[config.mk]
export PLATFORM = sky130hd
export DESIGN_NAME = sreg_port
export DESIGN_NICKNAME = d
export VERILOG_FILES = /design/src/rtl/sreg_pkg.sv /design/src/rtl/sreg_sync.sv /design/src/rtl/sreg_shifter.sv /design/src/rtl/sreg_file.sv /design/src/rtl/sreg_port.sv
export SDC_FILE = /design/constraint.sdc
export NUM_CORES = 1
export LEC_CHECK = 0
export BUFFER_PORTS_ARGS = -buffer_cell sky130_fd_sc_hd__buf_2
export CORE_MARGIN = 2
export CORE_UTILIZATION = 56
export CTS_CLUSTER_DIAMETER = 100
export DETAILED_ROUTE_END_ITERATION = 8
export GPL_ROUTABILITY_DRIVEN = 0
export PLACE_DENSITY_LB_ADDON = 0.12
export SETUP_SLACK_MARGIN = 0.05
export SLEW_MARGIN = 20
export SYNTH_ARGS = -nofsm -noshare
export SYNTH_HDL_FRONTEND = slang
export SYNTH_SLANG_ARGS = --single-unit
[constraint.sdc]
create_clock -name clk -period 2.6 [get_ports clk]
set_input_delay 0.52 -clock clk [delete_from_list [all_inputs] [get_ports clk]]
set_output_delay 0.52 -clock clk [all_outputs]
set_load 0.01 [all_outputs]
[src/rtl/sreg_pkg.sv]
package sreg_pkg;
  localparam int unsigned WORD_W = 16;
  localparam int unsigned BYTE_W = WORD_W / 2;
  localparam int unsigned ADDR_W = BYTE_W - 1;

  typedef logic [BYTE_W-1:0] byte_t;

  typedef struct packed {
    logic              vld;
    logic [ADDR_W-1:0] addr;
    byte_t             data;
  } wr_req_t;

  // Power-up content of register idx
  function automatic byte_t reg_default(input int idx, input int sub_idx, input byte_t sub_val);
    return (idx == sub_idx) ? sub_val : '0;
  endfunction
endpackage

[src/rtl/sreg_sync.sv]
module sreg_sync #(
  parameter int          W       = 3,
  parameter logic [W-1:0] RST_VAL = '0
) (
  input  logic         clk,
  input  logic         rst,
  input  logic [W-1:0] d,
  output logic [W-1:0] q
);
  logic [W-1:0] meta;

  always_ff @(posedge clk) begin
    if (rst) begin
      meta <= RST_VAL;
      q    <= RST_VAL;
    end else begin
      meta <= d;
      q    <= meta;
    end
  end
endmodule

[src/rtl/sreg_shifter.sv]
module sreg_shifter
  import sreg_pkg::*;
(
  input  logic              clk,
  input  logic              rst,
  input  logic              sen_act,
  input  logic              rise,
  input  logic              fall,
  input  logic              sdata_s,
  input  byte_t             rd_data,
  output logic [ADDR_W-1:0] rd_addr,
  output wr_req_t           wr_req,
  output logic              sdout,
  output logic              sdout_oe
);
  localparam int CNT_W = $clog2(WORD_W);

  logic [WORD_W-2:0] shreg;
  logic [CNT_W-1:0]  bit_cnt;
  logic              rd_mode;
  byte_t             rd_shift;
  logic [WORD_W-1:0] word_now;
  logic              addr_done;
  logic              word_done;

  assign word_now  = {shreg, sdata_s};
  assign addr_done = rise && (bit_cnt == CNT_W'(BYTE_W - 1));
  assign word_done = rise && (bit_cnt == CNT_W'(WORD_W - 1));
  assign rd_addr   = word_now[ADDR_W-1:0];

  always_ff @(posedge clk) begin
    if (rst) begin
      shreg    <= '0;
      bit_cnt  <= '0;
      rd_mode  <= 1'b0;
      rd_shift <= '0;
      wr_req   <= '0;
      sdout    <= 1'b0;
      sdout_oe <= 1'b0;
    end else begin
      wr_req.vld <= 1'b0;
      if (!sen_act) begin
        bit_cnt  <= '0;
        rd_mode  <= 1'b0;
        sdout_oe <= 1'b0;
      end else if (rise) begin
        shreg   <= word_now[WORD_W-2:0];
        bit_cnt <= bit_cnt + CNT_W'(1);
        if (addr_done && word_now[BYTE_W-1]) begin
          rd_mode  <= 1'b1;
          rd_shift <= rd_data;
        end
        if (word_done) begin
          rd_mode <= 1'b0;
          if (!word_now[WORD_W-1]) begin
            wr_req.vld  <= 1'b1;
            wr_req.addr <= word_now[WORD_W-2:BYTE_W];
            wr_req.data <= word_now[BYTE_W-1:0];
          end
        end
      end else if (fall) begin
        sdout_oe <= rd_mode;
        if (rd_mode) begin
          sdout    <= rd_shift[BYTE_W-1];
          rd_shift <= {rd_shift[BYTE_W-2:0], 1'b0};
        end
      end
    end
  end
endmodule

[src/rtl/sreg_file.sv]
module sreg_file
  import sreg_pkg::*;
#(
  parameter int    NUM_REGS = 16,
  parameter int    SUB_IDX  = 14,
  parameter byte_t SUB_VAL  = 8'h40,
  parameter int    RST_IDX  = 0,
  parameter int    RST_BIT  = 0
) (
  input  logic                       clk,
  input  logic                       rst,
  input  wr_req_t                    wr_req,
  input  logic [ADDR_W-1:0]          rd_addr,
  output byte_t                      rd_data,
  output logic [NUM_REGS*BYTE_W-1:0] regs_o
);
  localparam int IDX_W = (NUM_REGS > 1) ? $clog2(NUM_REGS) : 1;

  byte_t mem [NUM_REGS];
  logic  hit_wr;
  logic  soft_rst;

  assign hit_wr   = wr_req.vld && (int'(wr_req.addr) < NUM_REGS);
  assign soft_rst = hit_wr && (int'(wr_req.addr) == RST_IDX) && wr_req.data[RST_BIT];

  always_ff @(posedge clk) begin
    for (int i = 0; i < NUM_REGS; i++) begin
      if (rst || soft_rst)
        mem[i] <= reg_default(i, SUB_IDX, SUB_VAL);
      else if (hit_wr && (int'(wr_req.addr) == i))
        mem[i] <= wr_req.data;
    end
  end

  assign rd_data = (int'(rd_addr) < NUM_REGS) ? mem[rd_addr[IDX_W-1:0]] : '0;

  for (genvar g = 0; g < NUM_REGS; g++) begin : g_out
    assign regs_o[g*BYTE_W +: BYTE_W] = mem[g];
  end
endmodule

[src/rtl/sreg_port.sv]
module sreg_port
  import sreg_pkg::*;
#(
  parameter int    NUM_REGS = 16,
  parameter int    SUB_IDX  = 14,
  parameter byte_t SUB_VAL  = 8'h40,
  parameter int    RST_IDX  = 0,
  parameter int    RST_BIT  = 0
) (
  input  logic                       clk,
  input  logic                       rst,
  input  logic                       sen,
  input  logic                       sclk,
  input  logic                       sdata,
  output logic                       sdout,
  output logic                       sdout_oe,
  output logic [NUM_REGS*BYTE_W-1:0] cfg_regs
);
  logic              sclk_s, sen_s, sdata_s, sclk_q;
  logic              sclk_rise, sclk_fall;
  wr_req_t           wr_req;
  logic [ADDR_W-1:0] rd_addr;
  byte_t             rd_data;

  sreg_sync #(.W(3), .RST_VAL(3'b010)) u_sync (
    .clk (clk),
    .rst (rst),
    .d   ({sclk, sen, sdata}),
    .q   ({sclk_s, sen_s, sdata_s})
  );

  always_ff @(posedge clk) begin
    if (rst) sclk_q <= 1'b0;
    else     sclk_q <= sclk_s;
  end

  assign sclk_rise = sclk_s & ~sclk_q;
  assign sclk_fall = ~sclk_s & sclk_q;

  sreg_shifter u_shift (
    .clk      (clk),
    .rst      (rst),
    .sen_act  (~sen_s),
    .rise     (sclk_rise),
    .fall     (sclk_fall),
    .sdata_s  (sdata_s),
    .rd_data  (rd_data),
    .rd_addr  (rd_addr),
    .wr_req   (wr_req),
    .sdout    (sdout),
    .sdout_oe (sdout_oe)
  );

  sreg_file #(
    .NUM_REGS (NUM_REGS),
    .SUB_IDX  (SUB_IDX),
    .SUB_VAL  (SUB_VAL),
    .RST_IDX  (RST_IDX),
    .RST_BIT  (RST_BIT)
  ) u_file (
    .clk     (clk),
    .rst     (rst),
    .wr_req  (wr_req),
    .rd_addr (rd_addr),
    .rd_data (rd_data),
    .regs_o  (cfg_regs)
  );
endmodule

==> results_dict.tcl <==
set metrics [dict create \
    synthTopCellsByArea "edfxtp_1, dfxtp_1, and2_1" \
    arrival_ns 2.39 \
    setup_viol 0 \
    avgRoutedWirePerCell_um 21.07 \
    synth_nets 624 \
    synth_top_cell_area_share_pct 47.87 \
    die_x_um 123.7 \
    synth.yosys.seq_area_share_pct 61.09 \
    grt-ovfl-total 0 \
    path_cells "nor4b_1 > and2_1 > a31oi_1 > buf_4 > o21ai_0 > buf_4" \
    tightest_slew_ns 0.7827 \
    clkLatencyLatePin_ns 0.42 \
    synth_common_cells "and2_1, edfxtp_1, nand2_1" \
    clkPwrFrac_pct 44.2 \
    drt-total-wl_mm 20.12 \
    end_kind "flip-flop" \
    slew_headroom_pct 47.75 \
    yosys.area.top_type "edfxtp_1" \
    async_reset_ff_share_pct 0 \
    grt_util_all_layers_pct 27.37 \
    clock-sinks 181 \
    period_share_pct 86.99 \
    seq_power_share_pct 51.5 \
    rsz0062_at_grt "no" \
    postSynthAreaPerCell_sq_um 13.06 \
    num_io_pins 135 \
    path_clk_slew_ns 0.06 \
    timing.final.hold_violations 0 \
    combPwrFrac_pct 4.2 \
    p_switching_mw 1.245 \
    cellPowerDensity_nw_per_um2 642.7 \
    crit_path_frequent_cell "buf_4" \
    postCtsSetupBuffers 0 \
    min_period_ns 2.262 \
    holdBufCountCts 0 \
    outcome "completed" \
    max_stage_delay_ns 0.55 \
    reg2reg_to "u_file.mem[9][1]" \
    tns_ns 0 \
    syn_to_final_growth_pct 20.18 \
    crit_path_start "u_shift.wr_req[12]" \
    die_area_sq_um 15310 \
    fillers 996 \
    vias 5579 \
    finClkSkew_ns 0.008044 \
    cts_root_buf "clkbuf_16" \
    route.detailed.drc 0 \
    synth_edf_count 128 \
    first_iter_violations 582 \
    grt_pass1_wl_mm 30.28 \
    rows 43 \
    cts_tree "yes" \
    port_buffers 134 \
    clockBufferDepth 2 \
    path_buf_inv 2 \
    cap_violations 0 \
    min_path_type "primary input to flip-flop" \
    p_sw_share_pct 20.07 \
    netlist_instances 615 \
    first_pass_iters 6 \
    cts_buffers 17 \
    synth_cell_types 45 \
    fmax_mhz 442.1 \
    hpwl_mm 14.39 \
    cp.depth 6 \
    endpoint "u_file.mem[9][1]" \
    r2r_cells 6 \
    crit_family "simple AND/OR/NAND/NOR gates" \
    netlist_area_sq_um 8029 \
    synth-main-ff-cell "edfxtp_1" \
    ctsResizeCount 0 \
    drive_gt1_share_pct 32.26 \
    power_mw 6.201 \
    rrSetupSlack_ns 0.34 \
    utilization_pct 69.25 \
    grt_pass1_vias 5397 \
    ir_drop_v 0.0004910 \
    reg2reg_from "u_shift.wr_req[12]" \
    die_h_um 123.7 \
    p_leak_nw 3.707 \
    ys_ff_latch 181 \
    critical_path.startpoint_type "flip-flop" \
    grt_max_degree 25 \
    slew_viol_final 0 \
    hold_ws_ns 0.2785 \
    internal_power_mw 4.956 \
    core_area_sq_um 13930 \
    nets 772 \
    cp_max_fo 14 \
    cp.required_ns 2.73 \
    ys_warn_count 0 \
    antenna_found_initial 0 \
    crit_path_top_delay_cell "nor4b_1" \
    path_class "flip-flop to flip-flop" \
    cts_max_level 4 \
    final_antenna_net_count 0 \
    start_util_pct 57.62 \
    via_per_inst 5.842 \
    diodes 0 \
]
## worst register-to-register path: stages (launching register included)
cell	delay (ns)
dfxtp_1	0.33
nor4b_1	0.55
and2_1	0.38
a31oi_1	0.16
buf_4	0.23
o21ai_0	0.10
buf_4	0.22
## routing by layer
layer / global-route usage [%] / share of wire [%] / wire length (um) / vias up
met5: 0 / 0 / 0 / -
met4: 9.233 / 2.2 / 436 / 0
met3: 4.716 / 7.8 / 1567 / 31
met2: 45.95 / 50 / 9966 / 296
met1: 36.31 / 41 / 8154 / 2749
li1: - / - / - / 2503
## state kept, by name (all words and copies together) (netlist names)
register	count
sclk_q	1
u_file.mem	128
u_shift.bit_cnt	4
u_shift.rd_mode	1
u_shift.rd_shift	8
u_shift.sdout	1
u_shift.sdout_oe	1
u_shift.shreg	15
u_shift.wr_req	16
u_sync.meta	3
u_sync.q	3
## how the worst min path moves through the flow
| stage | from | end | slack, ns | depth (start not counted) |
|---|---|---|---|---|
| 3_3_place_gp | u_sync.meta[1] | u_sync.q[1] | 0.39 | 1 |
| 3_5_place_dp | u_sync.meta[1] | u_sync.q[1] | 0.39 | 1 |
| 5_1_grt | sen | u_sync.meta[1] | 0.27 | 2 |
| 6_report | sen | u_sync.meta[1] | 0.28 | 2 |
| 2_1_floorplan | u_sync.meta[1] | u_sync.q[1] | 0.39 | 1 |
| 4_1_cts | sen | u_sync.meta[1] | 0.26 | 2 |
## cells in the final DEF (no fill, tap or decap), types with 5 or more instances in the layout
cell type / synthesis / final
buf_4: 1 / 33
mux4_1: 8 / 8
mux2_2: 15 / 15
edfxtp_1: 128 / 128
and2_1: 128 / 128
nand2b_1: 5 / 5
dfxtp_1: 53 / 52
nor2_1: 23 / 23
clkbuf_16: 0 / 17
a21oi_1: 38 / 38
nand2_1: 73 / 73
o211ai_1: 7 / 7
or2_2: 7 / 7
o21ai_0: 15 / 15
nor2b_1: 6 / 6
bufinv_16: 0 / 5
buf_2: 5 / 134
mux4_2: 24 / 24
a221o_1: 7 / 7
## kinds of logic (layout without fill, tap and decap cells)
family / count (synthesis) / after routing / synth area share (%)
AO/OA/AOI/OAI: 73 / 73 / 5.828
flip-flops: 181 / 181 / 61.09
XOR/XNOR: 3 / 3 / 0.3273
multiplexers: 51 / 51 / 11.95
AND/OR/NAND/NOR: 260 / 260 / 17.75
buffers and inverters: 42 / 202 / 2.384
other: 1 / 1 / 0.04671
adder cells (fa/ha/maj): 4 / 4 / 0.6234
## final cells by class
cell class / instances / area [sq um] / share of cell area (%)
clock buffers: 18 / 429.2 / 4.448
flip-flops and latches: 181 / 4906 / 50.84
clock inverters: 13 / 206.4 / 2.140
repair buffers: 168 / 938.4 / 9.725
inverters: 3 / 11.26 / 0.1167
well taps: 180 / 225.2 / 2.334
multi-input cells: 392 / 2933 / 30.39
## through the flow
stage	cell area (sq um)	cells	setup slack, ns
6_report	9649	955	0.3382
5_1_grt	9649	955	0.1364
4_1_cts	9649	955	0.3376
3_5_place_dp	9014	924	0.4326
3_3_place_gp	9014	924	0.4609
2_1_floorplan	8029	615	0.5176
## power by group through the flow
stage	Sequential [mW]	Clock (mW)	Combinational, mW
after floorplan	3.28	0	0.0996
after CTS	3.19	2.76	0.266
after detailed placement	3.26	0	0.265
after global routing	3.20	2.88	0.285
final	3.19	2.74	0.263
after global placement	3.25	0	0.260
(Power assumes the default switching activity.)
